## src/rtl/pfr_pkg.sv

```systemverilog
package pfr_pkg;

  typedef enum logic [0:0] {
    PFR_IDLE = 1'b0,
    PFR_READ = 1'b1
  } pfr_state_e;

  // Wait setting as applied: anything below two becomes a single cycle.
  function automatic int unsigned eff_wait(input int unsigned w);
    return (w < 2) ? 1 : w;
  endfunction

  // True when the word address opens a page of 'words' entries (power of two).
  function automatic logic is_page_head(input logic [31:0] a, input int unsigned words);
    return (a & 32'(words - 1)) == 32'd0;
  endfunction

endpackage

```

## src/rtl/pfr_addr_seq.sv

```systemverilog
module pfr_addr_seq #(
  parameter int ADDR_W     = 16,
  parameter int CNT_W      = 12,
  parameter int PAGE_WORDS = 8
) (
  input  logic              clk,
  input  logic              rst,
  input  logic              load,
  input  logic [ADDR_W-1:0] load_addr,
  input  logic [CNT_W-1:0]  load_count,
  input  logic              step,
  output logic [ADDR_W-1:0] addr_q,
  output logic              last_word,
  output logic              next_head
);

  logic [CNT_W-1:0]  left_q;
  logic [ADDR_W-1:0] addr_nx;

  assign addr_nx = addr_q + ADDR_W'(1);

  always_ff @(posedge clk) begin
    if (rst) begin
      addr_q <= '0;
      left_q <= '0;
    end else if (load) begin
      addr_q <= load_addr;
      left_q <= load_count;
    end else if (step) begin
      addr_q <= addr_nx;
      left_q <= left_q - CNT_W'(1);
    end
  end

  assign last_word = (left_q == CNT_W'(1));

  generate
    if (PAGE_WORDS == 1) begin : g_word_pages
      assign next_head = 1'b1;
    end else begin : g_multi_pages
      assign next_head = pfr_pkg::is_page_head(32'(addr_nx), PAGE_WORDS);
    end
  endgenerate

endmodule

```

## src/rtl/pfr_wait_timer.sv

```systemverilog
module pfr_wait_timer #(
  parameter int WAIT_W = 5
) (
  input  logic              clk,
  input  logic              rst,
  input  logic              arm,
  input  logic [WAIT_W-1:0] cfg_in,
  input  logic              run,
  input  logic              long_next,
  output logic              expire
);

  logic [WAIT_W-1:0] cfg_q;
  logic [WAIT_W-1:0] left_q;
  logic [WAIT_W-1:0] long_in;
  logic [WAIT_W-1:0] long_held;

  assign long_in   = WAIT_W'(pfr_pkg::eff_wait(32'(cfg_in)));
  assign long_held = WAIT_W'(pfr_pkg::eff_wait(32'(cfg_q)));
  assign expire    = run && (left_q == WAIT_W'(1));

  always_ff @(posedge clk) begin
    if (rst) begin
      cfg_q  <= '0;
      left_q <= '0;
    end else if (arm) begin
      cfg_q  <= cfg_in;
      left_q <= long_in;
    end else if (run) begin
      if (expire) left_q <= long_next ? long_held : WAIT_W'(1);
      else        left_q <= left_q - WAIT_W'(1);
    end
  end

endmodule

```

## src/rtl/pfr_out_stage.sv

```systemverilog
module pfr_out_stage #(
  parameter int DATA_W = 16
) (
  input  logic              clk,
  input  logic              rst,
  input  logic              capture,
  input  logic              final_word,
  input  logic [DATA_W-1:0] dq,
  output logic              out_valid,
  output logic [DATA_W-1:0] out_data,
  output logic              done
);

  logic fin_q;

  always_ff @(posedge clk) begin
    if (rst) begin
      out_valid <= 1'b0;
      out_data  <= '0;
      fin_q     <= 1'b0;
      done      <= 1'b0;
    end else begin
      out_valid <= capture;
      fin_q     <= capture && final_word;
      done      <= fin_q;
      if (capture) out_data <= dq;
    end
  end

endmodule

```

## src/rtl/pflash_page_reader.sv

```systemverilog
module pflash_page_reader #(
  parameter int ADDR_W     = 16,
  parameter int DATA_W     = 16,
  parameter int CNT_W      = 12,
  parameter int WAIT_W     = 5,
  parameter int PAGE_WORDS = 8
) (
  input  logic              clk,
  input  logic              rst,
  input  logic              start,
  input  logic [ADDR_W-1:0] start_addr,
  input  logic [CNT_W-1:0]  word_count,
  input  logic [WAIT_W-1:0] first_wait,
  output logic [ADDR_W-1:0] flash_addr,
  output logic              flash_ce_n,
  output logic              flash_oe_n,
  input  logic [DATA_W-1:0] flash_dq,
  output logic              out_valid,
  output logic [DATA_W-1:0] out_data,
  output logic              done
);

  import pfr_pkg::*;

  pfr_state_e state_q;
  logic       go;
  logic       reading;
  logic       word_fire;
  logic       last_word;
  logic       last_fire;
  logic       next_head;

  assign reading   = (state_q == PFR_READ);
  assign go        = (state_q == PFR_IDLE) && start && (word_count != '0);
  assign last_fire = word_fire && last_word;

  always_ff @(posedge clk) begin
    if (rst)            state_q <= PFR_IDLE;
    else if (go)        state_q <= PFR_READ;
    else if (last_fire) state_q <= PFR_IDLE;
  end

  assign flash_ce_n = !reading;
  assign flash_oe_n = !reading;

  pfr_addr_seq #(
    .ADDR_W(ADDR_W), .CNT_W(CNT_W), .PAGE_WORDS(PAGE_WORDS)
  ) u_addr (
    .clk(clk), .rst(rst), .load(go), .load_addr(start_addr),
    .load_count(word_count), .step(word_fire), .addr_q(flash_addr),
    .last_word(last_word), .next_head(next_head)
  );

  pfr_wait_timer #(.WAIT_W(WAIT_W)) u_wait (
    .clk(clk), .rst(rst), .arm(go), .cfg_in(first_wait), .run(reading),
    .long_next(next_head), .expire(word_fire)
  );

  pfr_out_stage #(.DATA_W(DATA_W)) u_out (
    .clk(clk), .rst(rst), .capture(word_fire), .final_word(last_word),
    .dq(flash_dq), .out_valid(out_valid), .out_data(out_data), .done(done)
  );

endmodule

```

## config.mk

```make
export PLATFORM = sky130hd
export DESIGN_NAME = pflash_page_reader
export DESIGN_NICKNAME = d
export VERILOG_FILES = /design/src/rtl/pfr_pkg.sv /design/src/rtl/pfr_addr_seq.sv /design/src/rtl/pfr_wait_timer.sv /design/src/rtl/pfr_out_stage.sv /design/src/rtl/pflash_page_reader.sv
export SDC_FILE = /design/constraint.sdc
export NUM_CORES = 1
export LEC_CHECK = 0
export ABC_CLOCK_PERIOD_IN_PS = 2230
export BUFFER_PORTS_ARGS = -buffer_cell sky130_fd_sc_hd__buf_2
export CORE_MARGIN = 2
export CORE_UTILIZATION = 53
export CTS_BUF_LIST = sky130_fd_sc_hd__clkbuf_4
export DETAILED_ROUTE_END_ITERATION = 16
export PLACE_DENSITY = 0.8
export SYNTH_ARGS = -nofsm -noshare
export SYNTH_HDL_FRONTEND = slang
export SYNTH_SLANG_ARGS = --single-unit
```

## constraint.sdc

```tcl
create_clock -name clk -period 2.23 [get_ports clk]
set_input_delay 0.446 -clock clk [delete_from_list [all_inputs] [get_ports clk]]
set_output_delay 0.446 -clock clk [all_outputs]
set_load 0.02 [all_outputs]
```

==> results.cfg, run 1 <==
[status]
status = complete, no violations

[sta]
slew_violations = 0
rsz0062_at_grt = no
hold_viol = 0
min_period_over_period_pct = 87.5
clock.fmax_ghz = 0.513
max_slew_margin_pct = 70.3
finalCriticalPeriod_ns = 1.95
skew_ns = 0.00612
fin_setup_tns_ns = 0
setup_viol = 0
tightest_slew_ns = 0.441
hold_slack_ns = 0.276

[final_layout]
seq_area_um2 = 1160
nets = 518
syn_to_final_growth_pct = 24.8
antenna_cells = 0
utilization_pct = 67.5
drive_gt1_share_pct = 27.7
stdcell_area_um2 = 3670
multiInputGateArea_um2 = 1620
nFillCells = 490

[global_routing]
grt_pass1_wl_mm = 13.4
grt_max_degree = 29
grt_overflow = 0
antenna_found_initial = 0
track_usage_pct = 27.3
grt_pass1_vias = 2862

[setup_path]
crit_type = flop to flop
rr_worst_depth = 5
critical-path-top-delay-family = simple AND/OR/NAND/NOR gates
cp.depth = 5
worstPathArrival_ns = 2.26
slowest_stage = or4_1
required_ns = 2.54
worstPathMaxFanout = 9
crit_buf_inv = 0
start_kind = flop
end_kind = flop
crit_path_cell_trace = ha_1, and3b_1, nand2_1, or4_1, a311oi_1
max_stage_delay_ns = 0.56

[cts]
cts_setup_buffers = 0
root_buffer = clkbuf_4
cts_made_buffers = 9
cts_tree = done
insertion_delay_ns = 0.39
clock-sinks = 58
cts-resized-gates = 0
clk_path_buf_depth = 2
hold_buffers = 0
clk_pin_slew_ns = 0.11
htreeDepth = 3

[pwr]
ir_drop_uv = 495
pwr-share-comb_pct = 19.4
cellLeakagePower_uw = 0.00152
power.share.sequential_pct = 48.9
finalPower_uw = 2380
p_clk_share_pct = 31.7
powerDensity_nw_per_um2 = 647
power.internal_uw = 1630
p_switching_uw = 746
p_sw_share_pct = 31.4

[place]
portBuffers = 87
dp_hpwl_mm = 5.95
place.gp.congestion = 0.926
place_area_um2 = 3540

[floorplan]
num_rows = 27
io_pins = 88
die_w_um = 78.5
initial_core_util_pct = 54.1
core_area_um2 = 5440
dieArea_um2 = 6160
die_h_um = 78.5

[synth]
syn_nets = 427
yosysUniqueCellTypes = 49
avgSynthCellArea_um2 = 7.98
synth_top_area_share_pct = 39.5
yosys_most_used_dff = dfxtp_1
syn_area_um2 = 2940
synth_area_leaders = dfxtp_1 (39%), nand2_1 (7.9%), a21oi_1 (5.6%), nand3_1 (3.6%), nand4_1 (3.0%)
ys_ff_latch = 58
syn_inst = 369
synth-edff-count = 0
ys_seq_area_share_pct = 39.5
yosysWarnings = 0
synthArstFlopShare_pct = 0
yosys.area.top_type = dfxtp_1

[worst_hold_path]
hold_class = input port to flop
hold_path_depth = 3

[routing]
drt_iter0_drc = 244
routed_via_density = 5.92
drt_wl_total_mm = 8.22
drc_errors = 0
vias = 3177
ant_nets = 0
wl_per_cell_um = 15.3
drt_pre_antenna_iters = 5

[run]
cap_violations = 0
## power by group through the flow
stage | registers [uW] | logic, uW | clock network [uW]
after CTS | 1160 | 458 | 768
after global placement | 1180 | 446 | 0
final | 1160 | 460 | 755
after floorplan | 1200 | 261 | 0
after global routing | 1170 | 507 | 805
after detailed placement | 1180 | 456 | 0
## final timing paths
path                                      start                              to  slack, ns
setup / recovery  u_wait.left_q[0]$_SDFFE_PP0P_  u_addr.addr_q[12]$_SDFFE_PP0P_       0.28
hold / removal                      flash_dq[8]  u_out.out_data[8]$_SDFFE_PP0P_       0.28
setup reg to reg  u_wait.left_q[0]$_SDFFE_PP0P_  u_addr.addr_q[12]$_SDFFE_PP0P_       0.28
hold reg to reg          u_out.fin_q$_SDFF_PP0_           u_out.done$_SDFF_PP0_       0.46
## state kept, by name, indices dropped and copies added (netlist names), 5 cells and up
signal	count
u_addr.addr_q	16
u_out.out_data	16
u_addr.left_q	12
u_wait.left_q	5
u_wait.cfg_q	5
## worst min-delay path, delay by kind of cell
kind / cells / cell delay [ns]
and+or+nand+nor: 1 / 0.04
AOI/OAI and AO/OA: 1 / 0.05
buffers and inverters: 1 / 0.10
## metrics by stage
step,setup slack [ns],cells
6_report,0.279,537
5_1_grt,0.0897,537
4_1_cts,0.288,537
3_5_place_dp,0.0226,521
3_3_place_gp,0.0684,521
2_1_floorplan,0.149,369
## cells in the final DEF (no fill, tap or decap), types with 5 or more instances in the layout
cell type  count
nor2_1         9
nand4_1       14
ha_1           6
inv_1         12
a31oi_1       10
clkbuf_4       9
or4_1          9
and3_1         5
a21oi_1       33
dfxtp_1       58
buf_2         87
a22oi_1        8
nor3_1        13
nor4_1        10
nand2_1       62
nand3_1       21
buf_4         19
## layer usage
metal,global-route usage [%],wire length (um),vias up
met5,0,0,-
met2,44.4,3990,125
met3,4.48,515,13
met1,36.2,3590,1480
met4,10.7,126,0
li1,-,-,1559
## cells in the mapped netlist (all sizes together) (5+ instances only)
| cell type | number |
|---|---|
| a21oi | 33 |
| a22oi | 8 |
| a31oi | 10 |
| and3 | 5 |
| buf | 8 |
| clkbuf | 20 |
| dfxtp | 58 |
| ha | 6 |
| inv | 12 |
| nand2 | 62 |
| nand3 | 21 |
| nand4 | 14 |
| nor2 | 10 |
| nor3 | 14 |
| nor4 | 10 |
| o21ai | 6 |
| or4 | 9 |
## kinds of logic (layout without fill, tap and decap cells)
| kind of cell | after synthesis | in the layout | synth area share [%] |
|---|---|---|---|
| and+or+nand+nor | 160 | 160 | 27.4 |
| AOI/OAI and AO/OA | 96 | 96 | 22.2 |
| DFF | 58 | 58 | 39.5 |
| buffers and inverters | 40 | 136 | 5.53 |
| adders and majority gates | 6 | 6 | 2.55 |
| xor gates and xnor gates | 6 | 6 | 1.79 |
| muxes | 3 | 3 | 1.06 |
## layout make-up
class                   instances  share of cell area [%]
flip-flops and latches         58                    31.6
multi-input cells             271                    44.2
well taps                      72                    2.45
repair buffers                108                    16.8
inverters                      12                    1.23
clock inverters                 7                    1.87
clock buffers                   9                    1.84
No activity file was read; power rests on OpenSTA's default activity.
==> inputs of run 2 (changes only) <==
--- a/config.mk
+++ b/config.mk
@@ -12,6 +12,7 @@
 export CTS_BUF_LIST = sky130_fd_sc_hd__clkbuf_4
 export DETAILED_ROUTE_END_ITERATION = 16
 export PLACE_DENSITY = 0.8
+export RECOVER_POWER = 50
 export SYNTH_ARGS = -nofsm -noshare
 export SYNTH_HDL_FRONTEND = slang
 export SYNTH_SLANG_ARGS = --single-unit
==> results.cfg, run 2 (same netlist as run 1, synthesis figures left out) <==
[cts]
root_buffer = clkbuf_4
htreeDepth = 3
cts_tree = done
clk_path_buf_depth = 2
cts-resized-gates = 0
insertion_delay_ns = 0.39
cts_setup_buffers = 0
clock-sinks = 58
hold_buffers = 0
cts_made_buffers = 9
clk_pin_slew_ns = 0.11

[setup_path]
end_kind = flop
r2r_end = u_addr.addr_q[12]$_SDFFE_PP0P_
rr_worst_depth = 5
start_kind = flop
required_ns = 2.53
crit_type = flop to flop
worstPathArrival_ns = 2.26
worstPathMaxFanout = 9
r2r_start = u_wait.left_q[0]$_SDFFE_PP0P_
regToRegSetupSlack_ns = 0.27

[sta]
max_slew_margin_pct = 20.8
tightest_slew_ns = 1.19
fin_setup_tns_ns = 0
slew_violations = 0
min_period_over_period_pct = 87.9
hold_viol = 0
finalCriticalPeriod_ns = 1.96
skew_ns = 0.00756
clock.fmax_ghz = 0.510
setup_viol = 0
rsz0062_at_grt = no

[final_layout]
seq_area_um2 = 1160
multiInputGateArea_um2 = 1620
layout.cells.most_common = nand2_1
reg_top3 = u_addr.addr_q x16, u_out.out_data x16, u_addr.left_q x12
antenna_cells = 0
nFillCells = 512
syn_to_final_growth_pct = 23.0
final_cell_mix = nand2_1 (62), dfxtp_1 (58), buf_2 (53), clkbuf_1 (36), a21oi_1 (33)
drive_gt1_share_pct = 20.0
utilization_pct = 66.6
nets = 518

[global_routing]
grt_max_degree = 29
grt_pass1_vias = 2862
grt_overflow = 0
antenna_found_initial = 0
grt_pass1_wl_mm = 13.4
track_usage_pct = 27.3

[pwr]
ir_drop_uv = 498
cellLeakagePower_uw = 0.00137
powerDensity_nw_per_um2 = 656

[routing]
wl_per_cell_um = 15.5
ant_nets = 0
drc_errors = 0
drt_wl_total_mm = 8.35
vias = 3192
drt_pre_antenna_iters = 5
routed_via_density = 5.94
drt_iter0_drc = 203

[floorplan]
die_w_um = 78.5
initial_core_util_pct = 54.1
die_h_um = 78.5
dieArea_um2 = 6160
core_area_um2 = 5440
num_rows = 27
io_pins = 88

[worst_hold_path]
hold_end = u_out.out_data[8]$_SDFFE_PP0P_
hold_class = input port to flop
worst_hold_startpoint = flash_dq[8]
hold_path_depth = 3

[run]
cap_violations = 0

[place]
place.gp.congestion = 0.926
dp_hpwl_mm = 5.95
portBuffers = 87

[status]
status = complete, no violations
run 2: cell count changes in the layout (fill, tap and decap cells not counted):
cell / previous run / this run
clkbuf_1: 0 / 36
buf_2: 87 / 53
buf_4: 19 / 16
clkbuf_2: 0 / 1
o21ai_0: 2 / 3
o21ai_1: 4 / 3
run 2: critical path, cell delays in order, from the launching register on:
cell      delay [ns]
dfxtp_1         0.41
ha_1            0.21
and3b_1         0.23
nand2_1         0.20
or4_1           0.56
a311oi_1        0.25
run 2: worst max path at each step:
stage | slack (ns) | from | cells after the start | end
floorplan | 0.15 | word_count[4] | 5 | u_wait.left_q[1]$_SDFFE_PP0P_
global placement | 0.07 | word_count[4] | 7 | u_addr.addr_q[6]$_SDFFE_PP0P_
detailed placement | 0.02 | word_count[4] | 7 | u_addr.addr_q[7]$_SDFFE_PP0P_
CTS | 0.29 | u_wait.left_q[0]$_SDFFE_PP0P_ | 5 | u_addr.addr_q[12]$_SDFFE_PP0P_
global route | 0.08 | u_wait.left_q[0]$_SDFFE_PP0P_ | 5 | u_addr.addr_q[12]$_SDFFE_PP0P_
finish | 0.27 | u_wait.left_q[0]$_SDFFE_PP0P_ | 5 | u_addr.addr_q[12]$_SDFFE_PP0P_
run 2: metal layers:
layer  vias up  global-route usage [%]  wire [um]
li1       1561                       -          -
met2       134                    44.4       3980
met4         0                    10.7        123
met1      1486                    36.2       3680
met5         -                       0          0
met3        11                    4.48        571
run 2: final cells by class:
class                           count  share of cell area (%)
Timing Repair Buffer              108                    15.6
Multi-Input combinational cell    271                    44.8
Sequential cell                    58                    32.1
Clock inverter                      7                    1.90
Tap cell                           72                    2.49
Clock buffer                        9                    1.87
Inverter                           12                    1.24
run 2: per-stage QoR:
stage	power (uW)	hold WS (ns)	std cells	setup WS, ns	instance area (um^2)
final	2380	0.273	537	0.270	3620
after global routing	2480	0.268	537	0.0798	3620
after detailed placement	1640	0.433	521	0.0226	3540
after floorplan	1460	0.414	369	0.149	2940
after CTS	2390	0.258	537	0.288	3670
after global placement	1630	0.424	521	0.0684	3540
run 2: power by group:
| part | switching (uW) | total, uW | internal (uW) |
|---|---|---|---|
| clock | 421 | 760 | 339 |
| combinational | 261 | 452 | 190 |
| sequential | 70.7 | 1160 | 1090 |
| total | 753 | 2380 | 1620 |
